**config.mk**
```make
export PLATFORM = sky130hd
export DESIGN_NAME = spi_shift_master
export DESIGN_NICKNAME = d
export VERILOG_FILES = /design/src/rtl/spi_shift_pkg.sv /design/src/rtl/spi_half_tick.sv /design/src/rtl/spi_bit_path.sv /design/src/rtl/spi_shift_master.sv
export SDC_FILE = /design/constraint.sdc
export NUM_CORES = 1
export LEC_CHECK = 0
export ABC_CLOCK_PERIOD_IN_PS = 3710
export BUFFER_PORTS_ARGS = -buffer_cell sky130_fd_sc_hd__buf_2
export CAP_MARGIN = 10
export CORE_ASPECT_RATIO = 0.75
export CORE_MARGIN = 5
export CORE_UTILIZATION = 58
export CTS_CLUSTER_SIZE = 14
export DETAILED_ROUTE_END_ITERATION = 8
export PLACE_DENSITY = 0.8
export SYNTH_ARGS = -nofsm -noshare
export SYNTH_HDL_FRONTEND = slang
export SYNTH_HIERARCHICAL = 1
export SYNTH_SLANG_ARGS = --single-unit
```
**constraint.sdc**
```tcl
create_clock -name clk -period 3.71 [get_ports clk]
set_clock_uncertainty 0.2 [all_clocks]
set_input_delay 0 -clock clk [delete_from_list [all_inputs] [get_ports clk]]
set_output_delay 0 -clock clk [all_outputs]
set_load 0.02 [all_outputs]
```
**src/rtl/spi_shift_pkg.sv**
```systemverilog
package spi_shift_pkg;

  localparam int CTL_W  = 12;
  localparam int LEN_W  = 6;
  localparam int DATA_W = 1 << LEN_W;
  localparam int EDGE_W = LEN_W + 1;

  typedef struct packed {
    logic             en;
    logic             in_rise;
    logic             out_rise;
    logic             cpol;
    logic             msb_first;
    logic [LEN_W-1:0] len;
  } spi_cfg_t;

  // Field positions of the control word.
  function automatic spi_cfg_t ctl_decode(input logic [CTL_W-1:0] w);
    spi_cfg_t c;
    c.en        = w[11];
    c.in_rise   = w[10];
    c.out_rise  = w[8];
    c.cpol      = w[7];
    c.msb_first = w[6];
    c.len       = w[LEN_W-1:0];
    return c;
  endfunction

  // Word position of the k-th serial bit of a transfer of length len.
  function automatic logic [LEN_W-1:0] bit_slot(input logic [LEN_W-1:0] k,
                                                input logic [LEN_W-1:0] len,
                                                input logic             msb);
    return msb ? (len - LEN_W'(1) - k) : k;
  endfunction

  // Index of the final SCLK edge of a transfer (edges counted from 0).
  function automatic logic [EDGE_W-1:0] last_edge_idx(input logic [LEN_W-1:0] len);
    return {len, 1'b0} - EDGE_W'(1);
  endfunction

endpackage

```
**src/rtl/spi_half_tick.sv**
```systemverilog
module spi_half_tick #(
  parameter int HALF_CYCLES = 2
) (
  input  logic clk,
  input  logic rst_n,
  input  logic run,
  output logic tick
);
  localparam int CNT_W = (HALF_CYCLES > 1) ? $clog2(HALF_CYCLES) : 1;

  logic [CNT_W-1:0] cnt_q;

  assign tick = run && (cnt_q == CNT_W'(HALF_CYCLES - 1));

  always_ff @(posedge clk or negedge rst_n) begin
    if (!rst_n)             cnt_q <= '0;
    else if (!run || tick)  cnt_q <= '0;
    else                    cnt_q <= cnt_q + CNT_W'(1);
  end
endmodule

```
**src/rtl/spi_bit_path.sv**
```systemverilog
module spi_bit_path
  import spi_shift_pkg::*;
(
  input  logic              clk,
  input  logic              rst_n,
  input  logic              load,
  input  logic              launch,
  input  logic              sample,
  input  logic              msb_in,
  input  logic [LEN_W-1:0]  len_in,
  input  logic [DATA_W-1:0] tx_word,
  input  logic              miso,
  output logic              mosi,
  output logic [DATA_W-1:0] rx_word
);
  logic [DATA_W-1:0] tx_q;
  logic [DATA_W-1:0] rx_q;
  logic [EDGE_W-1:0] tx_idx;
  logic [EDGE_W-1:0] rx_idx;
  logic [EDGE_W-1:0] tx_nxt;
  logic [LEN_W-1:0]  len_q;
  logic              msb_q;
  logic              mosi_q;
  logic              more_tx;
  logic              more_rx;

  assign tx_nxt  = tx_idx + EDGE_W'(1);
  assign more_tx = tx_nxt < {1'b0, len_q};
  assign more_rx = rx_idx < {1'b0, len_q};

  always_ff @(posedge clk or negedge rst_n) begin
    if (!rst_n) begin
      tx_q   <= '0;
      rx_q   <= '0;
      tx_idx <= '0;
      rx_idx <= '0;
      len_q  <= '0;
      msb_q  <= 1'b0;
      mosi_q <= 1'b0;
    end else if (load) begin
      tx_q   <= tx_word;
      rx_q   <= '0;
      tx_idx <= '0;
      rx_idx <= '0;
      len_q  <= len_in;
      msb_q  <= msb_in;
      mosi_q <= tx_word[bit_slot('0, len_in, msb_in)];
    end else begin
      if (launch && more_tx) begin
        tx_idx <= tx_nxt;
        mosi_q <= tx_q[bit_slot(tx_nxt[LEN_W-1:0], len_q, msb_q)];
      end
      if (sample && more_rx) begin
        rx_q[bit_slot(rx_idx[LEN_W-1:0], len_q, msb_q)] <= miso;
        rx_idx <= rx_idx + EDGE_W'(1);
      end
    end
  end

  assign mosi    = mosi_q;
  assign rx_word = rx_q;
endmodule

```
**src/rtl/spi_shift_master.sv**
```systemverilog
module spi_shift_master
  import spi_shift_pkg::*;
#(
  parameter int HALF_CYCLES = 2
) (
  input  logic              clk,
  input  logic              rst_n,
  input  logic [CTL_W-1:0]  ctl_word,
  input  logic              start,
  input  logic [DATA_W-1:0] tx_data,
  input  logic              miso,
  output logic              sclk,
  output logic              mosi,
  output logic              cs_n,
  output logic [DATA_W-1:0] rx_data,
  output logic              done
);
  spi_cfg_t          cfg_live;
  logic              busy_q;
  logic              sclk_q;
  logic              cs_n_q;
  logic              done_q;
  logic [EDGE_W-1:0] edge_cnt;
  logic [LEN_W-1:0]  len_q;
  logic              in_rise_q;
  logic              out_rise_q;

  // Named events, also observed by the checker.
  logic edge_tick;
  logic new_level;
  logic launch_ev;
  logic sample_ev;
  logic finish_ev;
  logic accept_ev;
  logic empty_ev;

  assign cfg_live  = ctl_decode(ctl_word);
  assign accept_ev = start && cfg_live.en && !busy_q && (cfg_live.len != '0);
  assign empty_ev  = start && cfg_live.en && !busy_q && (cfg_live.len == '0);
  assign new_level = ~sclk_q;
  assign launch_ev = edge_tick && (new_level == out_rise_q);
  assign sample_ev = edge_tick && (new_level == in_rise_q);
  assign finish_ev = edge_tick && (edge_cnt == last_edge_idx(len_q));

  spi_half_tick #(.HALF_CYCLES(HALF_CYCLES)) u_tick (
    .clk   (clk),
    .rst_n (rst_n),
    .run   (busy_q),
    .tick  (edge_tick)
  );

  spi_bit_path u_path (
    .clk     (clk),
    .rst_n   (rst_n),
    .load    (accept_ev),
    .launch  (launch_ev),
    .sample  (sample_ev),
    .msb_in  (cfg_live.msb_first),
    .len_in  (cfg_live.len),
    .tx_word (tx_data),
    .miso    (miso),
    .mosi    (mosi),
    .rx_word (rx_data)
  );

  always_ff @(posedge clk or negedge rst_n) begin
    if (!rst_n) begin
      busy_q     <= 1'b0;
      sclk_q     <= 1'b0;
      cs_n_q     <= 1'b1;
      done_q     <= 1'b0;
      edge_cnt   <= '0;
      len_q      <= '0;
      in_rise_q  <= 1'b0;
      out_rise_q <= 1'b0;
    end else begin
      done_q <= finish_ev || empty_ev;
      if (accept_ev) begin
        busy_q     <= 1'b1;
        cs_n_q     <= 1'b0;
        sclk_q     <= cfg_live.cpol;
        edge_cnt   <= '0;
        len_q      <= cfg_live.len;
        in_rise_q  <= cfg_live.in_rise;
        out_rise_q <= cfg_live.out_rise;
      end else if (edge_tick) begin
        sclk_q   <= new_level;
        edge_cnt <= edge_cnt + EDGE_W'(1);
        if (finish_ev) begin
          busy_q <= 1'b0;
          cs_n_q <= 1'b1;
        end
      end
    end
  end

  assign sclk = busy_q ? sclk_q : cfg_live.cpol;
  assign cs_n = cs_n_q;
  assign done = done_q;
endmodule

```
==> results of run 1 <==
[per-layer routing]
metal	GRT usage	routed length [µm]	vias to the layer above
li1	-	-	3636
met3	0.06210	1956	45
met1	0.3996	11800	3993
met5	0	0	-
met4	0.09511	499	0
met2	0.4437	12910	324
[cells in the mapped netlist (4+ instances only)]
| cell | n |
|---|---|
| xor2_1 | 16 |
| buf_2 | 6 |
| o21ai_1 | 19 |
| nand3_1 | 65 |
| clkbuf_1 | 32 |
| a211oi_1 | 4 |
| mux4_1 | 6 |
| mux4_2 | 18 |
| o21ai_0 | 27 |
| a21oi_1 | 33 |
| dfrtp_1 | 169 |
| o21a_1 | 9 |
| o221ai_1 | 4 |
| nand2_1 | 45 |
| or3_1 | 7 |
| ha_1 | 28 |
| inv_1 | 28 |
| o211ai_1 | 6 |
| mux2_2 | 74 |
| nor2_1 | 36 |
| xnor2_1 | 22 |
| nor2b_1 | 8 |
| o22ai_1 | 5 |
| buf_4 | 6 |
| nand2b_1 | 55 |
| nor3_2 | 4 |
| and2_1 | 8 |
| nor3_1 | 6 |
| mux2i_1 | 65 |
| nand4_1 | 13 |
[state kept, by name (all words and copies together) (netlist names), 6 cells and up]
register        cells
edge_cnt            7
len_q               6
u_path/len_q        6
u_path/rx_idx       7
u_path/rx_word     64
u_path/tx_idx       7
u_path/tx_q        64
[worst max-delay path: cells and delay by family (launching register included)]
kind / cells / cell delay [ns]
mux: 3 / 0.78
buf+inv: 3 / 0.40
compound gates: 4 / 0.56
flops: 1 / 0.36
simple gates: 1 / 0.15
fa+ha+maj: 2 / 0.85
[power by group through the flow]
stage / Clock, mW / Combinational (mW) / Sequential [mW]
CTS: 1.86 / 6.63 / 3.32
global placement: 0 / 6.35 / 3.31
global route: 1.94 / 7.31 / 3.45
finish: 1.84 / 6.73 / 3.36
floorplan: 0 / 4.40 / 3.62
detailed placement: 0 / 6.51 / 3.34
[kinds of logic (layout without fill, tap and decap cells)]
logic type,count (synthesis),in the layout,share of synthesized area
compound gates,133,133,0.08583
mux,167,167,0.2173
simple gates,269,269,0.1530
buf+inv,80,315,0.03492
other cells,0,1,0
flops,170,170,0.4350
xor+xnor,38,38,0.03402
fa+ha+maj,30,30,0.03991
[path summary, 6_finish.rpt]
path	start	endpoint	cells after the start
setup / recovery	u_path/len_q[1]	u_path/mosi	13
hold reg to reg	cs_n	cs_n	2
min in group clk	start	u_path/rx_idx[4]	5
hold / removal	rst_n	u_path/tx_q[12]	2
max in group asynchronous	rst_n	u_path/rx_word[6]	3
setup reg to reg	u_path/len_q[1]	u_path/mosi	13
[area by class of cell]
class / instances / area [µm²]
diodes: 1 / 2.502
clock buffers: 20 / 466.7
clock inverters: 11 / 135.1
fillers: 1131 / 4467
inverters: 31 / 116.4
multi-input cells: 637 / 5197
flip-flops and latches: 170 / 4255
well taps: 215 / 269.0
repair buffers: 253 / 1763
[through the flow]
step | worst slack [ns] | cells | instance area [µm²]
2_1_floorplan | 0.5301 | 887 | 9782
4_1_cts | 0.2681 | 1337 | 12200
3_5_place_dp | 0.3062 | 1227 | 10810
6_report | 0.2595 | 1338 | 12210
3_3_place_gp | 0.3867 | 1227 | 10810
5_1_grt | 0.09355 | 1338 | 12210
==> summary.md, run 1 <==
| Metric | Value |
|---|---|
| P_sw | 5.242 mW |
| CP max stage delay | 0.52 ns |
| Final Hold Fails | 0 |
| Critical path's slowest cell | fa_1 |
| Dpl hpwl | 17170 µm |
| Critical path class | reg2reg |
| Netlist cell types | 69 |
| Combinational share of power | 0.564 |
| Syn nets | 997 |
| Total track usage | 0.2839 |
| Worst setup EP type | flip-flop |
| Setup_tns | 0 ns |
| Tightest Pin Transition | 0.8645 ns |
| Sw Share | 0.4392 |
| Number of synthesized flops with an enable pin | 0 |
| Leak | 5.745 nW |
| Most frequent cells in the layout | dfrtp_1 (169), buf_2 (145), dlygate4sd3_1 (79) |
| DRC Markers | 0 |
| Vias in the first global route | 8156 |
| Pre-antenna DRT Iters | 5 |
| Initial antenna violation count | 1 |
| Flop pwr share | 0.281 |
| Most common cell after layout, fill and taps aside | dfrtp_1 |
| Run status | finished, final reports clean |
| YS warnings | 6 |
| Largest net degree at the start of global routing | 160 |
| Worst slew margin | 0.4237 |
| Util after Layout | 0.7321 |
| Final Power | 11.94 mW |
| Critical Path, Cell by Cell | inv_1, ha_1, inv_1, fa_1, mux2i_4, buf_4, mux4_1, mux2i_1, or2_0, a21oi_1, o211a_1, a211oi_2, a31oi_1 |
| Clk sinks | 170 |
| Port Buffers | 146 |
| Pwr per Cell Area | 977.8 nW/µm² |
| NumNets Final | 1220 |
| FFs w/ async S/R, synth | 1.000 |
| Worst R2R Setup Slack | 0.26 ns |
| Startpoint Class | flip-flop |
| Pint | 6.693 mW |
| Clk root buf | clkbuf_16 |
| Final setup viols | 0 |
| CP arrival | 3.53 ns |
| DRT antenna net count | 0 |
| Core area | 16670 µm² |
| Sequential fraction of the synthesis area | 0.4350 |
| Yosys top cell by area | dfrtp_1 |
| Maximum root-to-sink buffer count | 2 |
| GRT overflow | 0 |
| Cell row count | 41 |
| H-tree Lvls | 4 |
| Clk pwr share | 0.154 |
| Resized cells post-CTS | 0 |
| CP max FO | 7 |
| Number of max-cap violations | 0 |
| Synth area leaders | dfrtp_1 (43%), mux2_2 (8.5%), mux2i_1 (6.7%) |
| Clock Latency Late Sink | 0.44 ns |
| #FFs+latches synth | 170 |
| Global-route wire length before repair | 43880 µm |
| RSZ-0062 raised after global routing | false |
| Worst hold path type | in2async |
| Worst Path Required | 3.79 ns |
| Area share of the largest cell type after synthesis | 0.4323 |
| Max VDD drop | 523.8 µV |
| CTS tree | yes |
| WL final | 27170 µm |
| Primary FF master, synth | dfrtp_1 |
| Syn avg cell area | 11.03 µm² |
| IO Count | 148 |
| Share of cells above drive strength 1 | 0.2923 |
| Vias per cell | 5.978 |
| Die width | 160.0 µm |
| Initial drt markers | 801 |
| Area grow syn2layout | 24.78% |
| Top achievable clock speed | 289.8 MHz |
| Clk slew on worst S/H paths | 0.07 ns |
| Cell with the most instances on the worst path | inv_1 |
| Post-CTS Setup Bufs | 0 |
| Chip Height | 122.5 µm |
| Final Hold Slack | 0.0002788 ns |
| GP Congestion | 0.8822 |
| Synth Cell Area | 9782 µm² |
| Max Slew Vio Count | 0 |
| CTS buffer count | 17 |
| CTS Hold Bufs | 79 |
| Period utilization | 0.9300 |
| Vias | 7998 |
| Die ar. | 19590 µm² |
| Final min period | 3.450 ns |
| WL per Instance | 20.31 µm |
| Initial Util | 0.5867 |
| Gate Count Post-Synth | 887 |
Power figures use the tool's default switching activity.
==> run 2, diff against run 1 <==
--- a/config.mk
+++ b/config.mk
@@ -6,14 +6,14 @@
 export NUM_CORES = 1
 export LEC_CHECK = 0
 export ABC_CLOCK_PERIOD_IN_PS = 3710
-export BUFFER_PORTS_ARGS = -buffer_cell sky130_fd_sc_hd__buf_2
 export CAP_MARGIN = 10
 export CORE_ASPECT_RATIO = 0.75
 export CORE_MARGIN = 5
-export CORE_UTILIZATION = 58
+export CORE_UTILIZATION = 63
 export CTS_CLUSTER_SIZE = 14
 export DETAILED_ROUTE_END_ITERATION = 8
-export PLACE_DENSITY = 0.8
+export DONT_BUFFER_PORTS = 1
+export PLACE_DENSITY = 0.78
 export SYNTH_ARGS = -nofsm -noshare
 export SYNTH_HDL_FRONTEND = slang
 export SYNTH_HIERARCHICAL = 1
==> summary.md, run 2 (synthesis results as in run 1) <==
| Metric | Value |
|---|---|
| Die ar. | 18140 µm² (-7.4%) |
| Pint | 6.243 mW (-6.7%) |
| H-tree Lvls | 4 (unchanged) |
| Startpoint Class | flip-flop |
| Pwr per Cell Area | 1007 nW/µm² (+3.0%) |
| Vias | 7621 (-4.7%) |
| Dpl hpwl | 17020 µm (-0.86%) |
| Flop pwr share | 0.339 (+0.058) |
| Tightest Pin Transition | 0.9117 ns (+0.04717 ns) |
| Maximum root-to-sink buffer count | 2 (unchanged) |
| Area grow syn2layout | 15.91% |
| Resized cells post-CTS | 0 (unchanged) |
| CTS buffer count | 17 (unchanged) |
| Top achievable clock speed | 280.5 MHz (-3.2%) |
| Sw Share | 0.4534 (+0.01423) |
| RSZ-0062 raised after global routing | false |
| Fill count | 962 (-15%) |
| Worst Path Required | 3.79 ns (about the same) |
| Initial antenna violation count | 0 (-1) |
| Critical path's slowest cell | fa_1 |
| Period utilization | 0.9608 (+0.03075) |
| Final Hold Fails | 170 (+170) |
| Clock Latency Late Sink | 0.43 ns (about the same) |
| Die width | 153.9 µm (-3.8%) |
| Pre-antenna DRT Iters | 5 (unchanged) |
| Combinational share of power | 0.513 (-0.051) |
| GP Congestion | 0.8498 (-3.7%) |
| WL per Instance | 22.39 µm (+10%) |
| DRT antenna net count | 0 (unchanged) |
| Initial Util | 0.6425 (+0.05579) |
| WL final | 26310 µm (-3.2%) |
| Clk slew on worst S/H paths | 0.07 ns (about the same) |
| CP max stage delay | 0.52 ns (about the same) |
| Met3 Use GR | 0.08196 (+0.01985) |
| DRC Markers | 0 (unchanged) |
| Worst hold path type | in2async |
| GRT overflow | 0 (unchanged) |
| Clk sinks | 170 (unchanged) |
| Max Slew Vio Count | 0 (unchanged) |
| Largest net degree at the start of global routing | 171 (+6.9%) |
| Critical Path, Cell by Cell | inv_1, ha_1, inv_1, fa_1, mux2i_4, buf_4, mux4_2, mux2_2, nand2_1, a31oi_1, a211oi_2, a31oi_1 |
| Number of max-cap violations | 0 (unchanged) |
| Clk pwr share | 0.148 (-0.006) |
| Cell row count | 39 (-4.9%) |
| Critical path class | reg2reg |
| Worst slew margin | 0.3922 (-0.03145) |
| CTS Hold Bufs | 79 (unchanged) |
| GR Layer Usage met2 | 0.4756 (+0.03198) |
| Vias in the first global route | 7888 (-3.3%) |
| Core area | 15220 µm² (-8.7%) |
| IO Count | 148 (unchanged) |
| Worst R2R Setup Slack | 0.15 ns (-0.11 ns) |
| Final Power | 11.42 mW (-4.3%) |
| CP max FO | 11 (+4) |
| Global-route wire length before repair | 42500 µm (-3.1%) |
| CP arrival | 3.65 ns (+0.12 ns) |
| Antenna diodes | 0 (-1) |
| Post-CTS Setup Bufs | 0 (unchanged) |
| Final setup viols | 0 (unchanged) |
| Grt peak-use layer | met2 |
| Failing checks | negative hold slack |
| Leak | 5.058 nW (-12%) |
| Final min period | 3.565 ns (+0.1141 ns) |
| Chip Height | 117.9 µm (-3.7%) |
| Worst setup EP type | flip-flop |
| Most frequent cells in the layout | dfrtp_1 (169), dlygate4sd3_1 (79), mux2_2 (74) |
| Vias per cell | 6.486 (+8.5%) |
| Final Hold Slack | -0.9370 ns (-0.9372 ns) |
| NumNets Final | 1069 (-12%) |
| P_sw | 5.179 mW (-1.2%) |
| Most common cell after layout, fill and taps aside | dfrtp_1 |
| Max VDD drop | 565.7 µV (+8.0%) |
| Initial drt markers | 567 (-29%) |
| Total track usage | 0.2931 (+0.009204) |
| Clk root buf | clkbuf_16 |
| CTS tree | yes |
| Setup_tns | 0 ns (unchanged) |
| Run status | complete, but fails checks |
| Met1 usage in global routing | 0.3742 (-0.02540) |
| Share of cells above drive strength 1 | 0.1804 (-0.1119) |
| Port Buffers | 0 (-100%) |
run 2: changes by cell type in the layout (fill, tap and decap cells not counted), moves of 2 or more:
cell / previous run / this run
buf_2: 145 / 0
buf_4: 26 / 23
clkbuf_8: 3 / 0
buf_12: 2 / 0
clkinvlp_4: 2 / 4
run 2: final cells by class:
type,count,area [µm²],area share
flip-flops and latches,170,4255,0.3753
clock buffers,18,429.2,0.03785
clock inverters,12,120.1,0.01059
repair buffers,102,963.4,0.08497
inverters,31,116.4,0.01026
well taps,205,256.5,0.02262
multi-input cells,637,5197,0.4584
run 2: final timing paths:
path                                  from  depth (start not counted)              end
setup / recovery           u_path/len_q[1]                         12      u_path/mosi
hold / removal                       rst_n                          0  u_path/tx_q[20]
setup reg to reg           u_path/len_q[1]                         12      u_path/mosi
hold reg to reg            u_path/tx_q[25]                          1  u_path/tx_q[25]
max in group asynchronous            rst_n                          0             cs_n
min in group clk               ctl_word[7]                          1             sclk
run 2: through the flow:
step | setup WS, ns | hold WS (ns) | area (µm²) | util | instances
2_1_floorplan | 0.5301 | -0.4956 | 9782 | - | 887
3_3_place_gp | 0.2857 | -0.4912 | 9998 | 0.6567 | 1066
3_5_place_dp | 0.2334 | -0.4920 | 9998 | 0.6567 | 1066
4_1_cts | 0.2156 | -0.9559 | 11340 | 0.7447 | 1175
5_1_grt | 0.01205 | -0.9635 | 11340 | 0.7447 | 1175
6_report | 0.1454 | -0.9370 | 11340 | 0.7447 | 1175
run 2: metal layers:
metal	wire length, µm	share of wire
met1	10540	0.40
met2	12830	0.49
met3	2109	0.080
met4	821	0.031
met5	0	0
run 2: power by group through the flow:
stage          clock [mW]  sequential [mW]  combinational, mW
5_1_grt              1.80             3.96               6.35
2_1_floorplan           0             3.62               4.40
3_5_place_dp            0             3.87               5.58
6_report             1.69             3.87               5.86
3_3_place_gp            0             3.81               5.32
4_1_cts              1.70             3.85               5.72
run 2: critical path, delay by kind of cell, from the launching register on:
family	cells	cell delay [ns]
buffers and inverters	3	0.46
and+or+nand+nor	1	0.08
adders and majority gates	2	0.86
DFF	1	0.36
muxes	3	1.04
AOI/OAI and AO/OA	3	0.42
